**src/rtl/dg_pkg.sv**
```systemverilog
package dg_pkg;
    localparam int DG_WORD_W   = 32;
    localparam int DG_DOM_W    = 2;
    localparam int DG_NDOM     = 4;
    localparam int DG_LOCK_BIT = 31;
    localparam int DG_SEMA_BIT = 30;

    localparam logic [DG_WORD_W-1:0] MA_KEEP  = 32'h8000_0003;
    localparam logic [DG_WORD_W-1:0] MA_RESET = 32'h0000_0000;
    localparam logic [DG_WORD_W-1:0] PA_KEEP  = 32'hC000_00FF;
    localparam logic [DG_WORD_W-1:0] PA_RESET = 32'h0000_00FF;

    typedef enum logic [1:0] {
        AG_IDLE  = 2'd0,
        AG_GRANT = 2'd1,
        AG_DENY  = 2'd2
    } ag_state_e;

    // Permission bit of a policy word for a domain and direction
    function automatic logic perm_bit(input logic [DG_WORD_W-1:0] pol,
                                      input logic [DG_DOM_W-1:0] dom,
                                      input logic is_wr);
        logic [DG_WORD_W-1:0] sh;
        sh = pol >> {dom, ~is_wr};
        return sh[0];
    endfunction
endpackage

```
**src/rtl/dg_master_tbl.sv**
```systemverilog
module dg_master_tbl
    import dg_pkg::*;
#(
    parameter int N_MASTERS = 16,
    parameter int ID_W      = 8
) (
    input  logic                  clk,
    input  logic                  rst_n,
    input  logic                  we,
    input  logic [ID_W-1:0]       cfg_idx,
    input  logic [DG_WORD_W-1:0]  wdata,
    output logic [DG_WORD_W-1:0]  rd_word,
    input  logic [ID_W-1:0]       lk_idx,
    output logic [DG_DOM_W-1:0]   lk_dom,
    output logic                  lk_hit
);
    localparam int IDX_W = (N_MASTERS > 1) ? $clog2(N_MASTERS) : 1;
    localparam logic [ID_W:0] LIM = (ID_W+1)'(N_MASTERS);

    logic [DG_WORD_W-1:0] word_q [N_MASTERS];
    logic                 cfg_hit;
    logic [IDX_W-1:0]     cfg_t, lk_t;

    assign cfg_hit = ({1'b0, cfg_idx} < LIM);
    assign lk_hit  = ({1'b0, lk_idx} < LIM);
    assign cfg_t   = cfg_idx[IDX_W-1:0];
    assign lk_t    = lk_idx[IDX_W-1:0];

    for (genvar i = 0; i < N_MASTERS; i++) begin : g_ent
        always_ff @(posedge clk or negedge rst_n) begin
            if (!rst_n) begin
                word_q[i] <= MA_RESET;
            end else if (we && cfg_hit && (cfg_t == IDX_W'(i)) && !word_q[i][DG_LOCK_BIT]) begin
                word_q[i] <= wdata & MA_KEEP;
            end
        end

        // a locked master word never changes
        assert_ma_locked_stable_R4: assert property (@(posedge clk) disable iff (!rst_n)
            word_q[i][DG_LOCK_BIT] |=> $stable(word_q[i]));
    end

    always_comb begin
        rd_word = '0;
        if (cfg_hit) rd_word = word_q[cfg_t];
    end

    always_comb begin
        lk_dom = '0;
        if (lk_hit) lk_dom = word_q[lk_t][DG_DOM_W-1:0];
    end
endmodule

```
**src/rtl/dg_policy_tbl.sv**
```systemverilog
module dg_policy_tbl
    import dg_pkg::*;
#(
    parameter int N_PERIPHS = 16,
    parameter int ID_W      = 8
) (
    input  logic                  clk,
    input  logic                  rst_n,
    input  logic                  we,
    input  logic [ID_W-1:0]       cfg_idx,
    input  logic [DG_WORD_W-1:0]  wdata,
    output logic [DG_WORD_W-1:0]  rd_word,
    input  logic [ID_W-1:0]       lk_idx,
    output logic [DG_WORD_W-1:0]  lk_word,
    output logic                  lk_hit
);
    localparam int IDX_W = (N_PERIPHS > 1) ? $clog2(N_PERIPHS) : 1;
    localparam logic [ID_W:0] LIM = (ID_W+1)'(N_PERIPHS);

    logic [DG_WORD_W-1:0] word_q [N_PERIPHS];
    logic                 cfg_hit;
    logic [IDX_W-1:0]     cfg_t, lk_t;

    assign cfg_hit = ({1'b0, cfg_idx} < LIM);
    assign lk_hit  = ({1'b0, lk_idx} < LIM);
    assign cfg_t   = cfg_idx[IDX_W-1:0];
    assign lk_t    = lk_idx[IDX_W-1:0];

    for (genvar i = 0; i < N_PERIPHS; i++) begin : g_ent
        always_ff @(posedge clk or negedge rst_n) begin
            if (!rst_n) begin
                word_q[i] <= PA_RESET;
            end else if (we && cfg_hit && (cfg_t == IDX_W'(i)) && !word_q[i][DG_LOCK_BIT]) begin
                word_q[i] <= wdata & PA_KEEP;
            end
        end

        // a locked policy word never changes
        assert_pa_locked_stable_R4: assert property (@(posedge clk) disable iff (!rst_n)
            word_q[i][DG_LOCK_BIT] |=> $stable(word_q[i]));
    end

    always_comb begin
        rd_word = '0;
        if (cfg_hit) rd_word = word_q[cfg_t];
    end

    always_comb begin
        lk_word = '0;
        if (lk_hit) lk_word = word_q[lk_t];
    end
endmodule

```
**src/rtl/dg_decide_fsm.sv**
```systemverilog
module dg_decide_fsm
    import dg_pkg::*;
(
    input  logic                  clk,
    input  logic                  rst_n,
    input  logic                  acc_valid,
    input  logic                  acc_write,
    input  logic                  m_hit,
    input  logic                  p_hit,
    input  logic [DG_DOM_W-1:0]   dom,
    input  logic [DG_WORD_W-1:0]  pol,
    output logic                  done,
    output logic                  grant,
    output logic                  deny,
    output logic                  sema
);
    ag_state_e state_q, state_d;
    logic      sema_q, sema_d;
    logic      allow;

    assign allow = m_hit && p_hit && perm_bit(pol, dom, acc_write);

    always_comb begin
        state_d = AG_IDLE;
        sema_d  = 1'b0;
        if (acc_valid) begin
            state_d = allow ? AG_GRANT : AG_DENY;
            sema_d  = p_hit && pol[DG_SEMA_BIT];
        end
    end

    always_ff @(posedge clk or negedge rst_n) begin
        if (!rst_n) begin
            state_q <= AG_IDLE;
            sema_q  <= 1'b0;
        end else begin
            state_q <= state_d;
            sema_q  <= sema_d;
        end
    end

    always_comb begin
        done  = 1'b0;
        grant = 1'b0;
        deny  = 1'b0;
        sema  = 1'b0;
        unique case (state_q)
            AG_IDLE:  ;
            AG_GRANT: begin done = 1'b1; grant = 1'b1; sema = sema_q; end
            AG_DENY:  begin done = 1'b1; deny  = 1'b1; sema = sema_q; end
            default:  ;
        endcase
    end

    // every request is answered on the next clock, and nothing else is
    assert_done_after_req_R7: assert property (@(posedge clk) disable iff (!rst_n)
        acc_valid |=> done);
    assert_quiet_without_req_R7: assert property (@(posedge clk) disable iff (!rst_n)
        !acc_valid |=> !done && !grant && !deny && !sema);
    // an unknown master or peripheral is always refused
    assert_range_deny_R9: assert property (@(posedge clk) disable iff (!rst_n)
        (acc_valid && !(m_hit && p_hit)) |=> deny);
    // no semaphore flag without a response
    assert_sema_with_resp_R8: assert property (@(posedge clk) disable iff (!rst_n)
        sema |-> done);
endmodule

```
**src/rtl/dom_guard_top.sv**
```systemverilog
module dom_guard_top
    import dg_pkg::*;
#(
    parameter int N_MASTERS = 16,
    parameter int N_PERIPHS = 16,
    parameter int ID_W      = 8
) (
    input  logic                  clk,
    input  logic                  rst_n,
    input  logic                  cfg_wr,
    input  logic                  cfg_rd,
    input  logic                  cfg_sel,
    input  logic [ID_W-1:0]       cfg_idx,
    input  logic [DG_WORD_W-1:0]  cfg_wdata,
    output logic [DG_WORD_W-1:0]  cfg_rdata,
    input  logic                  acc_valid,
    input  logic [ID_W-1:0]       acc_master,
    input  logic [ID_W-1:0]       acc_periph,
    input  logic                  acc_write,
    output logic                  acc_done,
    output logic                  acc_grant,
    output logic                  acc_deny,
    output logic                  acc_sema_req
);
    logic [DG_WORD_W-1:0] ma_rd, pa_rd, pa_lk, rdata_q;
    logic [DG_DOM_W-1:0]  m_dom;
    logic                 m_hit, p_hit;

    dg_master_tbl #(.N_MASTERS(N_MASTERS), .ID_W(ID_W)) u_mtbl (
        .clk(clk), .rst_n(rst_n), .we(cfg_wr && !cfg_sel),
        .cfg_idx(cfg_idx), .wdata(cfg_wdata), .rd_word(ma_rd),
        .lk_idx(acc_master), .lk_dom(m_dom), .lk_hit(m_hit));

    dg_policy_tbl #(.N_PERIPHS(N_PERIPHS), .ID_W(ID_W)) u_ptbl (
        .clk(clk), .rst_n(rst_n), .we(cfg_wr && cfg_sel),
        .cfg_idx(cfg_idx), .wdata(cfg_wdata), .rd_word(pa_rd),
        .lk_idx(acc_periph), .lk_word(pa_lk), .lk_hit(p_hit));

    dg_decide_fsm u_fsm (
        .clk(clk), .rst_n(rst_n), .acc_valid(acc_valid), .acc_write(acc_write),
        .m_hit(m_hit), .p_hit(p_hit), .dom(m_dom), .pol(pa_lk),
        .done(acc_done), .grant(acc_grant), .deny(acc_deny), .sema(acc_sema_req));

    always_ff @(posedge clk or negedge rst_n) begin
        if (!rst_n) rdata_q <= '0;
        else if (cfg_rd) rdata_q <= cfg_sel ? pa_rd : ma_rd;
    end
    assign cfg_rdata = rdata_q;

    // read data holds when no read strobe was given
    assert_rdata_hold_R2: assert property (@(posedge clk) disable iff (!rst_n)
        !cfg_rd |=> $stable(cfg_rdata));
endmodule

```
**config.mk**
```make
export PLATFORM = sky130hd
export DESIGN_NAME = dom_guard_top
export DESIGN_NICKNAME = d
export VERILOG_FILES = /design/src/rtl/dg_pkg.sv /design/src/rtl/dg_master_tbl.sv /design/src/rtl/dg_policy_tbl.sv /design/src/rtl/dg_decide_fsm.sv /design/src/rtl/dom_guard_top.sv
export SDC_FILE = /design/constraint.sdc
export NUM_CORES = 1
export LEC_CHECK = 0
export BUFFER_PORTS_ARGS = -buffer_cell sky130_fd_sc_hd__buf_4
export CAP_MARGIN = 15
export CORE_ASPECT_RATIO = 0.8
export CORE_MARGIN = 5
export CORE_UTILIZATION = 40
export DETAILED_ROUTE_END_ITERATION = 10
export GPL_ROUTABILITY_DRIVEN = 0
export REMOVE_ABC_BUFFERS = 1
export SETUP_SLACK_MARGIN = 0.02
export SLEW_MARGIN = 20
export SYNTH_ARGS = -nofsm -noshare
export SYNTH_HDL_FRONTEND = slang
export SYNTH_SLANG_ARGS = --single-unit
```
**constraint.sdc**
```tcl
create_clock -name clk -period 2.2 [get_ports clk]
set_clock_uncertainty 0.2 [all_clocks]
set_input_delay 0 -clock clk [delete_from_list [all_inputs] [get_ports clk]]
set_output_delay 0 -clock clk [all_outputs]
set_load 0.05 [all_outputs]
```
==> reports/qor.csv <==
metric,value,unit
cts-root-buf,clkbuf_16,
cts.sinks,221,
hold_depth,3,
end_kind,register,
port_buffers,54,
crit_fanout,3,
wire_per_inst,24.4,µm
drt_wl_total,32200,µm
tns,0,ps
rsz0062_at_grt,true,
n_antenna_cell,0,
core-area,29400,µm²
slew_violations,0,
max-cap-violations,0,
fill_cells,2505,
ys_seq_elements,221,
grt_use_met1,0.302,
peakVddDrop,499,µV
status,finished clean,
synth_top_area_share,0.282,
drive_above_1_share,0.660,
drt-pass1-iter-count,5,
cts_tree,yes,
multiInputGateArea,5890,µm²
grt_pass1_wl,50000,µm
grt_max_degree,59,
rr_endpoint,u_fsm.state_q[1],
pre_cts_ws,8.04,ps
placed_area,13300,µm²
die_area,33400,µm²
cp.arrival,2420,ps
setup.worst_path.start_class,register,
syn_area_per_cell,15.2,µm²
top_usage_layer,met1,
drtIter0Drc,618,
vias_per_cell,5.68,
yosysTopAreaCell,dfstp_2,
cts.htree.levels,1,
grtUsageMet2,0.291,
clk-insertion-delay-late,540,ps
fin_ws,38.9,ps
finalCritPeriodShare,0.982,
met3_usage,0.0347,
num_io_pins,99,
clk_pin_slew,60,ps
min_to,u_fsm.state_q[1],
grt-ovfl-total,0,
r2r_slack,40,ps
cts_max_path_buffers,3,
relSlewSlack,0.647,
drc,0,
crit_start,u_ptbl.word_q[261],
dp.cells,1230,
ys_warn_count,0,
power_density,669,nW/µm²
fp.dieH,165,µm
r2r_cells,6,
timing.rr.start,u_ptbl.word_q[261],
vias,7469,
holdCritPathClass,input port to register,
fmax,0.463,GHz
ant_nets,0,
cts-buffers-inserted,26,
mostFrequentLayoutCell,mux2_2,
synth.top_cells.by_area,"dfstp_2, dfrtp_1, mux4_2",
place_hpwl,21900,µm
area_delta_synth_final,22.7,%
fin_util,0.499,
hold_path_startpoint,acc_valid,
grt_use_total,0.195,
netlist_instances,784,
grt_pass1_vias,7741,
worstSetupPathType,register to register,
most-common-layout-cells,"mux2_2, dfstp_2, buf_4",
regArea,5690,µm²
syn_area,11900,µm²
design_area,14700,µm²
start_util,0.407,
leakagePower,6.24,nW
ys_types,46,
final_nets,984,
ys_seq_area_frac,0.477,
hold_viol,0,
period_minus_slack,2160,ps
die_width,203,µm
num_rows,56,
setup_violations,0,
cp.required,2460,ps
stdcell_count,1316,
antenna_found_initial,0,
tightestPinTransition,528,ps
[repair_timing]
action / CTS / global route
endpoints found under the setup margin: 1 / 14
hold buffers: 37 / 0
resized for setup: 3 / 14
hold endpoints to repair: 442 / 0
pin swaps: 0 / 5
setup buffers: 0 / 1
[cells by family (layout without fill, tap and decap cells)]
family | Yosys count | in the layout | share of synthesized area
flip-flops | 221 | 221 | 0.477
AND/OR/NAND/NOR | 101 | 101 | 0.0571
AO/OA/AOI/OAI | 61 | 61 | 0.0385
other | 1 | 22 | 0.000314
buffers and inverters | 99 | 233 | 0.0429
adder cells (fa/ha/maj) | 2 | 2 | 0.00210
multiplexers | 299 | 299 | 0.383
[cell usage after synthesis (all sizes together)]
| master | count |
|---|---|
| o21ai | 2 |
| o31a | 1 |
| nand3b | 4 |
| a21o | 13 |
| dfstp | 128 |
| clkbuf | 27 |
| mux2 | 179 |
| o21a | 2 |
| nand2 | 15 |
| a311oi | 1 |
| o21bai | 19 |
| buf | 49 |
| conb | 1 |
| dfrtp | 93 |
| nor2 | 10 |
| nand2b | 6 |
| o22ai | 14 |
| a2111oi | 1 |
| nor2b | 9 |
| a22oi | 2 |
| inv | 23 |
| mux2i | 14 |
| nor3 | 17 |
| or2 | 5 |
| a211oi | 4 |
| nor4b | 3 |
| mux4 | 106 |
| nand3 | 9 |
| o311ai | 1 |
| a2bb2oi | 1 |
| or3 | 15 |
| nor4 | 6 |
| ha | 2 |
| and3 | 2 |
[worst max-delay path by stage]
stage / endpoint / slack, ps / cells past startpoint
4_1_cts: u_fsm.state_q[1] / 20 / 6
6_report: u_fsm.state_q[1] / 40 / 6
2_1_floorplan: u_fsm.state_q[1] / 160 / 6
5_1_grt: u_fsm.state_q[1] / -30 / 6
3_5_place_dp: u_fsm.state_q[0] / 8 / 8
3_3_place_gp: u_fsm.state_q[0] / -9 / 7
[metrics by stage]
| stage | hold slack (ps) | power, mW |
|---|---|---|
| finish | 100 | 9.81 |
| global route | 111 | 10.2 |
| CTS | 80.4 | 9.92 |
| detailed placement | -217 | 5.28 |
| global placement | -216 | 5.27 |
| floorplan | -496 | 4.77 |
[critical path: stages, from the launching register on]
cell and delay [ps]:
dfstp_2 370, mux4_1 490, mux2_2 280, a2bb2oi_1 140
and3_4 190, o311ai_4 240, o31a_1 170
[cell type report]
cell class	count	area share
clock buffer	34	0.0513
clock inverter	14	0.0115
inverter	23	0.00589
multi-input combinational	485	0.402
sequential	221	0.388
tap	377	0.0322
timing repair buffer	162	0.109
[state kept, by name, indices dropped and copies added (netlist names)]
register,count
cfg_rdata,10
u_ptbl.word_q,160
u_fsm.sema_q,1
u_fsm.state_q,2
u_mtbl.word_q,48
[where the power goes]
group	total [mW]	switching [mW]	internal [mW]
Sequential	4.31	0.0840	4.23
Combinational	0.964	0.525	0.440
Clock	4.53	1.76	2.77
[per-layer routing]
metal	vias to the layer above	share of wire	wire, µm
met5	-	0	0
met4	0	0.018	594
met3	38	0.053	1720
met2	201	0.45	14500
met1	3982	0.48	15300
li1	3248	-	-
(Power assumes the default switching activity.)
